`src/rtl/apb_regs_pkg.sv`:
```
package apb_regs_pkg;

    typedef enum logic [1:0] {
        ST_IDLE = 2'd0,
        ST_WAIT = 2'd1,
        ST_DONE = 2'd2
    } bus_state_e;

    localparam int NUM_REGS = 4;
    localparam int IDX_CTRL = 0;
    localparam int IDX_STAT = 1;
    localparam int IDX_CMD  = 2;
    localparam int IDX_IRQ  = 3;

endpackage

```
`src/rtl/apb_wait_fsm.sv`:
```
module apb_wait_fsm
    import apb_regs_pkg::*;
#(
    parameter int WAIT_CYCLES = 2
) (
    input  logic clk,
    input  logic rst_n,
    input  logic psel,
    input  logic penable,
    output logic pready,
    output logic setup_hit
);
    localparam int CNT_W = (WAIT_CYCLES > 1) ? $clog2(WAIT_CYCLES) : 1;
    localparam logic [CNT_W-1:0] CNT_LOAD = (WAIT_CYCLES > 0) ? CNT_W'(WAIT_CYCLES - 1) : '0;

    bus_state_e       state_q, state_d;
    logic [CNT_W-1:0] cnt_q, cnt_d;

    // state register
    always_ff @(posedge clk or negedge rst_n) begin
        if (!rst_n) begin
            state_q <= ST_IDLE;
            cnt_q   <= '0;
        end else begin
            state_q <= state_d;
            cnt_q   <= cnt_d;
        end
    end

    // next state
    always_comb begin
        state_d = state_q;
        cnt_d   = cnt_q;
        unique case (state_q)
            ST_IDLE: begin
                if (psel && !penable) begin
                    if (WAIT_CYCLES == 0) begin
                        state_d = ST_DONE;
                    end else begin
                        state_d = ST_WAIT;
                        cnt_d   = CNT_LOAD;
                    end
                end
            end
            ST_WAIT: begin
                if (cnt_q == '0) state_d = ST_DONE;
                else             cnt_d   = cnt_q - 1'b1;
            end
            ST_DONE: state_d = ST_IDLE;
            default: state_d = ST_IDLE;
        endcase
    end

    // outputs
    always_comb begin
        pready    = (state_q == ST_DONE);
        setup_hit = (state_q == ST_IDLE) && psel && !penable;
    end

    // completion lasts one cycle
    p_pready_pulse_r2: assert property (@(posedge clk) disable iff (!rst_n)
        pready |=> !pready);

    // completion only follows a selected transfer
    p_pready_after_sel_r2: assert property (@(posedge clk) disable iff (!rst_n)
        $rose(pready) |-> $past(psel));

endmodule

```
`src/rtl/apb_reg_decode.sv`:
```
module apb_reg_decode
    import apb_regs_pkg::*;
#(
    parameter int IDX_W = 6
) (
    input  logic [IDX_W-1:0]    word_idx,
    input  logic                is_write,
    output logic [NUM_REGS-1:0] sel,
    output logic                mapped,
    output logic                bad_access
);
    for (genvar g = 0; g < NUM_REGS; g++) begin : g_sel
        assign sel[g] = (word_idx == IDX_W'(g));
    end

    always_comb begin
        mapped     = |sel;
        bad_access = !mapped || (is_write && sel[IDX_STAT]);
    end

endmodule

```
`src/rtl/apb_reg_bank.sv`:
```
module apb_reg_bank
    import apb_regs_pkg::*;
#(
    parameter int                DATA_W    = 32,
    parameter int                IRQ_W     = 8,
    parameter logic [DATA_W-1:0] CTRL_MASK = 32'h00FF_FFFF
) (
    input  logic                clk,
    input  logic                rst_n,
    input  logic                setup_hit,
    input  logic                commit,
    input  logic [NUM_REGS-1:0] sel,
    input  logic                bad_access,
    input  logic                is_write,
    input  logic [DATA_W-1:0]   wdata,
    input  logic [DATA_W/8-1:0] strb,
    input  logic [DATA_W-1:0]   hw_status,
    input  logic [IRQ_W-1:0]    hw_irq_set,
    output logic [DATA_W-1:0]   rdata_q,
    output logic                err_q,
    output logic [DATA_W-1:0]   ctrl_q,
    output logic [IRQ_W-1:0]    irq_q,
    output logic [DATA_W-1:0]   cmd_q,
    output logic                cmd_pulse_q
);
    localparam int LANES = DATA_W / 8;

    logic [DATA_W-1:0] lane_mask;
    logic [DATA_W-1:0] rd_mux;
    logic [IRQ_W-1:0]  irq_clr;
    logic              wr_ctrl, wr_cmd, wr_irq;

    for (genvar b = 0; b < LANES; b++) begin : g_lane
        assign lane_mask[b*8 +: 8] = {8{strb[b]}};
    end

    always_comb begin
        wr_ctrl = commit && sel[IDX_CTRL];
        wr_cmd  = commit && sel[IDX_CMD];
        wr_irq  = commit && sel[IDX_IRQ];
        irq_clr = wr_irq ? (wdata[IRQ_W-1:0] & lane_mask[IRQ_W-1:0]) : '0;
        rd_mux  = '0;
        if (sel[IDX_CTRL])      rd_mux = ctrl_q;
        else if (sel[IDX_STAT]) rd_mux = hw_status;
        else if (sel[IDX_IRQ])  rd_mux = DATA_W'(irq_q);
    end

    always_ff @(posedge clk or negedge rst_n) begin
        if (!rst_n) begin
            ctrl_q      <= '0;
            cmd_q       <= '0;
            cmd_pulse_q <= 1'b0;
            irq_q       <= '0;
            rdata_q     <= '0;
            err_q       <= 1'b0;
        end else begin
            if (wr_ctrl) ctrl_q <= ((ctrl_q & ~lane_mask) | (wdata & lane_mask)) & CTRL_MASK;
            if (wr_cmd)  cmd_q  <= (cmd_q & ~lane_mask) | (wdata & lane_mask);
            cmd_pulse_q <= wr_cmd;
            irq_q       <= (irq_q & ~irq_clr) | hw_irq_set;
            if (setup_hit) begin
                rdata_q <= is_write ? '0 : rd_mux;
                err_q   <= bad_access;
            end
        end
    end

    // one command strobe per write
    p_cmd_single_r1: assert property (@(posedge clk) disable iff (!rst_n)
        cmd_pulse_q |=> !cmd_pulse_q);

    // a pending bit only appears after a hardware set
    p_irq_rise_needs_set_r4: assert property (@(posedge clk) disable iff (!rst_n)
        (irq_q & ~$past(irq_q) & ~$past(hw_irq_set)) == '0);

endmodule

```
`src/rtl/apb_typed_regs.sv`:
```
module apb_typed_regs
    import apb_regs_pkg::*;
#(
    parameter int          ADDR_W      = 8,
    parameter int          IRQ_W       = 8,
    parameter int          WAIT_CYCLES = 2,
    parameter logic [31:0] CTRL_MASK   = 32'h00FF_FFFF
) (
    input  logic              pclk,
    input  logic              presetn,
    input  logic              psel,
    input  logic              penable,
    input  logic              pwrite,
    input  logic [ADDR_W-1:0] paddr,
    input  logic [31:0]       pwdata,
    input  logic [3:0]        pstrb,
    output logic [31:0]       prdata,
    output logic              pready,
    output logic              pslverr,
    input  logic [31:0]       hw_status,
    input  logic [IRQ_W-1:0]  hw_irq_set,
    output logic [31:0]       ctrl_out,
    output logic              cmd_pulse,
    output logic [31:0]       cmd_data,
    output logic              irq_out
);
    localparam int IDX_W = ADDR_W - 2;

    logic [NUM_REGS-1:0] sel;
    logic                mapped, bad_access, setup_hit, commit, err_q;
    logic [31:0]         rdata_q;
    logic [IRQ_W-1:0]    irq_q;
    logic [1:0]          unused_lsb;

    assign unused_lsb = paddr[1:0];

    apb_wait_fsm #(.WAIT_CYCLES(WAIT_CYCLES)) u_fsm (
        .clk(pclk), .rst_n(presetn), .psel(psel), .penable(penable),
        .pready(pready), .setup_hit(setup_hit)
    );

    apb_reg_decode #(.IDX_W(IDX_W)) u_dec (
        .word_idx(paddr[ADDR_W-1:2]), .is_write(pwrite),
        .sel(sel), .mapped(mapped), .bad_access(bad_access)
    );

    apb_reg_bank #(.DATA_W(32), .IRQ_W(IRQ_W), .CTRL_MASK(CTRL_MASK)) u_bank (
        .clk(pclk), .rst_n(presetn), .setup_hit(setup_hit), .commit(commit),
        .sel(sel), .bad_access(bad_access), .is_write(pwrite),
        .wdata(pwdata), .strb(pstrb), .hw_status(hw_status),
        .hw_irq_set(hw_irq_set), .rdata_q(rdata_q), .err_q(err_q),
        .ctrl_q(ctrl_out), .irq_q(irq_q), .cmd_q(cmd_data),
        .cmd_pulse_q(cmd_pulse)
    );

    always_comb begin
        commit  = psel && penable && pwrite && pready;
        prdata  = (psel && penable) ? rdata_q : '0;
        pslverr = psel && penable && pready && err_q;
        irq_out = |irq_q;
    end

    // read data does not move while the access is waiting
    p_prdata_stable_r7: assert property (@(posedge pclk) disable iff (!presetn)
        (psel && penable && $past(psel && penable && !pready)) |-> $stable(prdata));

    // a write to an unmapped offset leaves the stored state alone
    p_unmapped_no_write_r6: assert property (@(posedge pclk) disable iff (!presetn)
        (commit && !mapped) |=> ($stable(ctrl_out) && $stable(cmd_data)));

endmodule

```
`config.mk`:
```
export PLATFORM = sky130hd
export DESIGN_NAME = apb_typed_regs
export DESIGN_NICKNAME = d
export VERILOG_FILES = /design/src/rtl/apb_regs_pkg.sv /design/src/rtl/apb_wait_fsm.sv /design/src/rtl/apb_reg_decode.sv /design/src/rtl/apb_reg_bank.sv /design/src/rtl/apb_typed_regs.sv
export SDC_FILE = /design/constraint.sdc
export NUM_CORES = 1
export LEC_CHECK = 0
export ABC_AREA = 1
export BUFFER_PORTS_ARGS = -buffer_cell sky130_fd_sc_hd__buf_2
export CAP_MARGIN = 25
export CORE_ASPECT_RATIO = 2
export CORE_MARGIN = 2
export CORE_UTILIZATION = 50
export CTS_BUF_LIST = sky130_fd_sc_hd__clkbuf_8
export CTS_CLUSTER_DIAMETER = 50
export CTS_CLUSTER_SIZE = 8
export DETAILED_ROUTE_END_ITERATION = 6
export PLACE_DENSITY_LB_ADDON = 0.08
export SLEW_MARGIN = 20
export SYNTH_ARGS = -nofsm -noshare
export SYNTH_HDL_FRONTEND = slang
export SYNTH_SLANG_ARGS = --single-unit
```
`constraint.sdc`:
```
create_clock -name pclk -period 1.6 [get_ports pclk]
set_input_delay 0.32 -clock pclk [delete_from_list [all_inputs] [get_ports pclk]]
set_output_delay 0.32 -clock pclk [all_outputs]
set_load 0.02 [all_outputs]
```
==> results of run 1 <==
[placed cells by master (no fill, tap or decap), types with 2 or more instances in the layout]
cell type / n
nand2_1: 198
conb_1: 8
nand2_4: 2
inv_1: 82
nor4_2: 2
clkinvlp_4: 2
buf_12: 3
nand4_1: 17
nor2_2: 3
o21ai_1: 7
bufinv_16: 2
clkbuf_8: 9
dfrtp_1: 101
buf_2: 176
nand3_1: 41
nor2_1: 53
o21ai_0: 60
buf_4: 25
[final cells by class]
cell class | instances | area [µm²] | share of cell area [%]
Clock buffer | 9 | 123.9 | 2.035
Sequential cell | 101 | 2527 | 41.52
Clock inverter | 6 | 87.58 | 1.439
Inverter | 82 | 307.8 | 5.057
Tap cell | 104 | 130.1 | 2.138
Timing Repair Buffer | 205 | 1140 | 18.73
Antenna cell | 1 | 2.502 | 0.04111
Multi-Input combinational cell | 399 | 1768 | 29.04
[Yosys cell counts]
cell | n | area [µm²]
nor2_8 | 1 | 20.02
inv_1 | 82 | 307.8
or2_2 | 1 | 6.260
clkbuf_1 | 13 | 48.80
nand3_1 | 41 | 205.2
dfrtp_1 | 101 | 2527
o21ai_1 | 5 | 25.02
buf_1 | 1 | 3.750
nand4_1 | 17 | 106.4
nand2_1 | 199 | 747.0
o21ai_0 | 62 | 310.3
a21oi_1 | 1 | 5.000
and2_1 | 1 | 6.260
nor3_1 | 1 | 5.000
buf_4 | 8 | 60.06
nor2_2 | 2 | 12.51
nor2_1 | 54 | 202.7
nor2_4 | 1 | 11.26
nor3_4 | 1 | 16.27
buf_2 | 9 | 45.04
conb_1 | 1 | 3.750
nand2_4 | 1 | 11.26
nor4_1 | 2 | 12.51
nor3b_1 | 1 | 7.510
[cell families (layout without fill, tap and decap cells)]
logic type	Yosys count	count (layout)	share of synthesized area, %
DFF	101	101	53.69
buffers and inverters	113	302	9.888
and+or+nand+nor	323	323	29.11
AOI/OAI and AO/OA	68	68	7.230
other	1	9	0.07967
[metal layers]
layer,wire [µm],share of wire [%],track usage [%],vias up
met2,6209,52,40.86,165
met1,4753,40,28.54,2059
li1,-,-,-,2250
met4,260,2.2,9.844,0
met5,0,0,0,-
met3,678,5.7,5.147,24
[through the flow]
stage	worst slack (ns)	setup TNS, ns
3_3_place_gp	0.06664	0
3_5_place_dp	0.01847	0
4_1_cts	-0.06761	-0.06761
2_1_floorplan	0.09672	0
5_1_grt	-0.1292	-0.1682
6_report	-0.04414	-0.04414
[repair_timing]
action | in CTS | in global routing
pin swaps | 1 | 2
setup buffers | 2 | 3
gates resized for setup | 4 | 6
endpoints found under the setup margin | 2 | 47
hold buffers | 0 | 0
[final timing paths]
path / end / slack (ns) / depth (start not counted)
worst min-delay path: u_bank.rdata_q[4] / -0.02 / 2
min in group pclk: u_bank.irq_q[5] / 0.14 / 3
worst max-delay path: irq_out / -0.04 / 3
worst min register to register: u_fsm.state_q[1] / 0.44 / 1
worst max register to register: flop / 0.16 / 8
max in group asynchronous: async pin / 1.19 / 2
[power by group through the flow]
stage	Sequential, W	Clock, W	Combinational [W]
floorplan	0.00273	0	0.000339
global placement	0.00272	0	0.000640
detailed placement	0.00273	0	0.000657
CTS	0.00268	0.00178	0.000668
global route	0.00269	0.00188	0.000788
finish	0.00268	0.00173	0.000704
==> results by group, run 1 <==
CTS
  • Clock buffer depth: 2
  • Clock-pin slew on the worst setup and hold paths: 0.10 ns
  • H-tree levels: 3
  • Clock Latency Late Sink: 0.36 ns
  • CTS Sinks: 101
  • CTS buffer count: 9
  • Clock Tree Root: clkbuf_8
  • CTS tree: built

Layout
  • Share of post-route cells with drive strength above 1: 28.93%
  • Layout Utilization: 65.74%
  • P&R area growth vs syn: 29.32%
  • Finished Cell Area: 6087 µm²
  • Finished Layout Cells: 907
  • Final net count: 887
  • Fill cells: 850

Route
  • Post-route ant nets: 0
  • DRC violations left: 0
  • 1st-iter DRT viols: 332
  • Post-DR wirelength/cell: 13.12 µm
  • Vias per cell: 4.959
  • Routed via count: 4498
  • Initial DRT Pass Iterations: 5
  • Total wire length: 11.90 mm

Worst setup path
  • Crit path max-delay family: flip-flops
  • CP arrival: 1.32 ns
  • CP Launch Point: u_bank.irq_q[6]
  • Critical Path RT: 1.28 ns
  • Reg2reg start: u_fsm.state_q[0]
  • Worst Setup End Kind: output port
  • Critical Path Max Stage Delay: 0.42 ns
  • Crit path max fanout: 3
  • Slowest cell on the critical path: dfrtp_1
  • Cell chain of the critical path: nor4_2 -> nand2_1 -> buf_2
  • Setup CP Type: reg -> out
  • Crit path launch type: flop
  • Bufs and invs on worst path: 1

GRT
  • Vias in the first global route: 4228
  • First-pass GRT wire length: 19.26 mm
  • Grt total ovfl: 0
  • Initial antenna violation count: 1
  • GR Util All Layers: 23.90%
  • Largest net degree at the start of global routing: 102

Logic synthesis
  • Seq/Total Area, Yosys: 53.69%
  • Syn. warnings: 0
  • Seq cells post-synth: 101
  • Synthesized area per cell: 7.767 µm²
  • Post-synthesis cell count: 606
  • Post-synthesis instance area: 4707 µm²
  • Unique cell type count in the Yosys netlist: 24

STA
  • Final Critical Period: 1.644 ns
  • RSZ-0062 raised after global routing: yes
  • Rel. slew slack: 64.20%
  • Worst setup margin: -0.04414 ns
  • Tcrit/Tclk final: 102.8%
  • Least-Margin Pin Slew: 0.5370 ns
  • Clk_skew: 0.009309 ns
  • Hold WS: -0.01529 ns
  • Endpoints failing hold: 7
  • Setup-failing EPs final: 1
  • Max Clock Freq: 608.2 MHz
  • Slew Limit Fails: 0

Placed design
  • Placed insts: 886
  • Detailed placement HPWL: 9.001 mm
  • Gpl congestion: 0.8183
  • Placed inst area: 5804 µm²
  • I/O Buffers: 178

Power
  • Pleak: 3.546 nW
  • Power density over cell area: 840.7 nW/µm²
  • Overall Power: 0.005117 W
  • Flop pwr share: 52.4%
  • Clock power share: 33.8%
  • Net Sw Power: 0.001349 W
  • Worst vdd ir: 665.8 µV
  • Comb power frac: 13.8%
  • Internal power: 0.003768 W
  • Switching part of the total: 26.37%

Hold path
  • HP Class: in -> async

Floorplan
  • DIE AREA: 10250 µm²
  • I/O Pins: 189
  • Die height: 141.2 µm
  • Die Wd: 72.61 µm
  • Rows: 50
  • Core area: 9259 µm²
  • Initial Util: 50.84%

Status
  • Violated checks: hold timing, setup timing
  • Outcome: finished, violations left

Run
  • Max cap viols: 0
No activity file was read; power rests on OpenSTA's default activity.
==> run 2: changes to the inputs <==
MAX_ROUTING_LAYER = met4   (was unset)
==> results by group, run 2 (same netlist as run 1, synthesis figures left out) <==
Placed design
  • Gpl congestion: 0.8324
  • I/O Buffers: 178
  • Detailed placement HPWL: 9.001 mm
  • Placed inst area: 5804 µm²

Run
  • Max cap viols: 0

Route
  • Post-DR wirelength/cell: 13.11 µm
  • Post-route ant nets: 0
  • Total wire length: 11.89 mm
  • Vias per cell: 4.950
  • DRC violations left: 0
  • 1st-iter DRT viols: 307
  • Routed via count: 4490
  • Initial DRT Pass Iterations: 5

Worst setup path
  • Critical Path RT: 1.28 ns
  • Setup CP Type: reg -> out
  • Crit path launch type: flop
  • Crit path max fanout: 3
  • Worst Setup End Kind: output port
  • CP arrival: 1.32 ns

Layout
  • Finished Cell Area: 6087 µm²
  • Share of post-route cells with drive strength above 1: 28.93%
  • Commonest non-fill, non-tap cell in the layout: nand2_1
  • Most frequent cells in the layout: nand2_1, buf_2, dfrtp_1, inv_1, o21ai_0
  • P&R area growth vs syn: 29.32%
  • Final net count: 887

CTS
  • Clock Tree Root: clkbuf_8
  • Clock Latency Late Sink: 0.36 ns
  • Clock-pin slew on the worst setup and hold paths: 0.09 ns
  • CTS tree: built
  • H-tree levels: 3
  • CTS Sinks: 101
  • CTS buffer count: 9
  • Clock buffer depth: 2

Power
  • Power density over cell area: 840.8 nW/µm²
  • Worst vdd ir: 665.9 µV
  • Pleak: 3.546 nW

Floorplan
  • DIE AREA: 10250 µm²
  • Die Wd: 72.61 µm
  • Rows: 50
  • Die height: 141.2 µm
  • I/O Pins: 189
  • Initial Util: 50.84%
  • Core area: 9259 µm²

STA
  • Tcrit/Tclk final: 102.5%
  • Endpoints failing hold: 7
  • RSZ-0062 raised after global routing: yes
  • Rel. slew slack: 64.76%
  • Fin Setup TNS: -0.04062 ns
  • Hold WS: -0.01588 ns
  • Least-Margin Pin Slew: 0.5286 ns
  • Final Critical Period: 1.641 ns
  • Setup-failing EPs final: 1
  • Worst setup margin: -0.04062 ns
  • Slew Limit Fails: 0
  • Clk_skew: 0.008775 ns
  • Max Clock Freq: 609.5 MHz

Status
  • Outcome: finished, violations left
  • Violated checks: hold timing, setup timing

GRT
  • Largest net degree at the start of global routing: 102
  • First-pass GRT wire length: 19.25 mm
  • GR Util All Layers: 24.58%
  • Grt total ovfl: 0
  • Initial antenna violation count: 1
  • Vias in the first global route: 4228

Hold path
  • HP Class: in -> async
## run 2: cell counts in the layout (fill, tap and decap cells not counted)
Identical to the previous run, type by type.
## run 2: layer usage
layer	up-vias	wire length (µm)	GRT usage [%]
li1	2251	-	-
met1	2044	4733	28.59
met2	173	6185	40.91
met3	22	691	5.004
met4	0	280	9.844
met5	-	0	-
## run 2: area by class of cell
class	instances	area, µm²
fill	850	3172
sequential	101	2527
multi-input combinational	399	1768
timing repair buffer	205	1140
inverter	82	307.8
tap	104	130.1
clock buffer	9	123.9
clock inverter	6	87.58
antenna	1	2.502
## run 2: what timing repair did
action,4_1_cts,5_1_grt
resized for setup,4,6
cloned,0,0
setup buffers,2,3
endpoints found under the setup margin,2,47
pin swaps,1,2
hold buffers,0,0
## run 2: worst paths after layout
path	startpoint	endpoint	slack (ns)	depth (start not counted)
max in group asynchronous	presetn	async pin	1.20	2
setup reg to reg	u_fsm.state_q[0]	flop	0.16	8
min in group pclk	hw_irq_set[4]	u_bank.irq_q[4]	0.14	3
hold reg to reg	u_fsm.cnt_q	u_fsm.state_q[1]	0.44	1
setup / recovery	u_bank.irq_q[6]	irq_out	-0.04	3
hold / removal	presetn	u_bank.rdata_q[4]	-0.02	2
## run 2: worst max-delay path, stage by stage, from the launching register on
cell and delay (ns):
dfrtp_1 0.42, nor4_2 0.28, nand2_1 0.09, buf_2 0.17
## run 2: per-stage QoR
| stage | utilization (%) | instances | total power, W | setup WS (ns) |
|---|---|---|---|---|
| 2_1_floorplan | - | 613 | 0.003074 | 0.09672 |
| 3_3_place_gp | 62.69 | 886 | 0.003362 | 0.06664 |
| 3_5_place_dp | 62.69 | 886 | 0.003383 | 0.01847 |
| 4_1_cts | 65.31 | 903 | 0.005124 | -0.06761 |
| 5_1_grt | 65.74 | 907 | 0.005360 | -0.1292 |
| 6_report | 65.74 | 907 | 0.005118 | -0.04062 |
## run 2: report_power, final
group | leakage, nW | switching [W] | internal, W
clock network | 0.103 | 0.000859 | 0.000872
logic | 2.08 | 0.000439 | 0.000264
registers | 1.36 | 0.0000520 | 0.00263
total | 3.55 | 0.00135 | 0.00377
==> run 3: changes to the inputs <==
PLACE_DENSITY = 0.87   (was unset)
PLACE_DENSITY_LB_ADDON = unset   (was 0.08)
==> results by group, run 3 (same netlist as run 1, synthesis figures left out) <==
GRT
  • Largest net degree at the start of global routing: 48
  • M2 GR Usage: 39.62%
  • Initial antenna violation count: 1
  • GR Util All Layers: 24.74%
  • Met3 GRT Util: 4.074%
  • Gr busiest metal: met2
  • Grt total ovfl: 0
  • Fraction of met1 tracks used by global routing: 28.88%
  • First-pass GRT wire length: 19.29 mm
  • Vias in the first global route: 4237

Layout
  • Fill cells: 804
  • Commonest non-fill, non-tap cell in the layout: nand2_1
  • P&R area growth vs syn: 29.59%
  • Finished Cell Area: 6100 µm²
  • Finished Layout Cells: 909
  • Share of post-route cells with drive strength above 1: 28.98%
  • Most frequent cells in the layout: nand2_1, buf_2, dfrtp_1, inv_1, o21ai_0
  • Final net count: 888

Route
  • Routed via count: 4526
  • Total wire length: 12.11 mm
  • Post-route ant nets: 0
  • Initial DRT Pass Iterations: 5
  • Post-DR wirelength/cell: 13.32 µm
  • Vias per cell: 4.979
  • DRC violations left: 0
  • 1st-iter DRT viols: 240

Floorplan
  • Initial Util: 50.84%
  • Rows: 50
  • DIE AREA: 10250 µm²
  • Core area: 9259 µm²
  • I/O Pins: 189
  • Die Wd: 72.61 µm
  • Die height: 141.2 µm

Placed design
  • I/O Buffers: 178
  • Gpl congestion: 0.8746
  • Placed insts: 888
  • Detailed placement HPWL: 9.310 mm
  • Placed inst area: 5842 µm²

STA
  • Slew Limit Fails: 0
  • Setup-failing EPs final: 1
  • Final Critical Period: 1.647 ns
  • Tcrit/Tclk final: 102.9%
  • Hold WS: 0.1308 ns
  • Fin Setup TNS: -0.04655 ns
  • Worst setup margin: -0.04655 ns
  • Clk_skew: 0.009724 ns
  • Max Clock Freq: 607.3 MHz
  • RSZ-0062 raised after global routing: yes
  • Endpoints failing hold: 0

Hold path
  • Hold path cells: 3
  • HP Class: in -> reg

Worst setup path
  • Slowest cell on the critical path: dfrtp_1
  • Critical Path Max Stage Delay: 0.42 ns
  • Crit path launch type: flop
  • CP arrival: 1.33 ns
  • Setup CP Type: reg -> out
  • Critical Path RT: 1.28 ns
  • Worst Setup End Kind: output port
  • Path depth of the worst reg2reg path: 7
  • Crit path max fanout: 2
  • Cell chain of the critical path: nor4_4 -> nand2_1 -> buf_2

CTS
  • Clock-pin slew on the worst setup and hold paths: 0.10 ns
  • Clock buffer depth: 2
  • CTS tree: built
  • CTS buffer count: 9
  • H-tree levels: 3
  • Clock Tree Root: clkbuf_8
  • CTS Sinks: 101
  • Clock Latency Late Sink: 0.36 ns

Power
  • Pleak: 3.562 nW
  • Power density over cell area: 808.7 nW/µm²
  • Worst vdd ir: 781.2 µV

Run
  • Max cap viols: 0

Status
  • Outcome: finished, violations left
  • Violated checks: setup timing
==> run 3: changes by cell type in the layout (fill, tap and decap cells not counted), moves of 2 or more <==
| cell | before | now |
|---|---|---|
| bufinv_16 | 2 | 0 |
| o21ai_1 | 7 | 5 |
| nor4_2 | 2 | 0 |
| buf_12 | 3 | 5 |
| o21ai_0 | 60 | 62 |
==> run 3: stage by stage <==
step           worst slack, ns  total power (W)  util (%)
5_1_grt                -0.1545         0.005175     65.88
3_5_place_dp           0.05861         0.003400     63.09
6_report              -0.04655         0.004933     65.88
2_1_floorplan          0.09672         0.003074         -
3_3_place_gp            0.1025         0.003376     63.09
4_1_cts               -0.05946         0.004955     65.59
==> run 3: metal layers <==
layer / routed length [µm] / vias up
li1: - / 2256
met1: 4788 / 2019
met2: 6024 / 202
met3: 652 / 49
met4: 639 / 0
met5: 0 / -
==> run 3: area by class of cell <==
| class | count | area (µm²) | share of cell area (%) |
|---|---|---|---|
| Sequential cell | 101 | 2527 | 41.44 |
| Multi-Input combinational cell | 399 | 1770 | 29.03 |
| Timing Repair Buffer | 206 | 1171 | 19.20 |
| Inverter | 82 | 307.8 | 5.046 |
| Clock buffer | 10 | 137.6 | 2.256 |
| Tap cell | 104 | 130.1 | 2.133 |
| Clock inverter | 6 | 52.55 | 0.8615 |
| Antenna cell | 1 | 2.502 | 0.04103 |
==> run 3: worst paths after layout <==
kind,startpoint,slack (ns),end
worst max-delay path,u_bank.irq_q[7],-0.05,irq_out
worst min-delay path,hw_irq_set[5],0.13,u_bank.irq_q[5]
worst max register to register,u_fsm.state_q[0],0.18,flop
worst min register to register,u_fsm.cnt_q,0.43,u_fsm.state_q[1]
max in group asynchronous,presetn,0.80,u_bank.rdata_q[17]
min in group asynchronous,presetn,0.32,async pin
==> run 3: power by group <==
part	internal, W	switching [W]	leakage [nW]	total, W
registers	0.00263	0.0000553	1.36	0.00269
clock network	0.000633	0.000908	0.0914	0.00154
logic	0.000261	0.000444	2.11	0.000705
==> run 3: worst max-delay path: cells and delay by family, from the launching register on <==
family                 cells  cell delay [ns]
DFF                        1             0.42
and+or+nand+nor            2             0.38
buffers and inverters      1             0.17
==> run 3: repair_timing <==
action                                  CTS  global route
endpoints found under the setup margin    2            10
setup buffers                             2             1
resized for setup                         4             4
pin swaps                                 1             1
endpoints found under the hold margin     9             0
cloned                                    0             0
hold buffers                              1             0
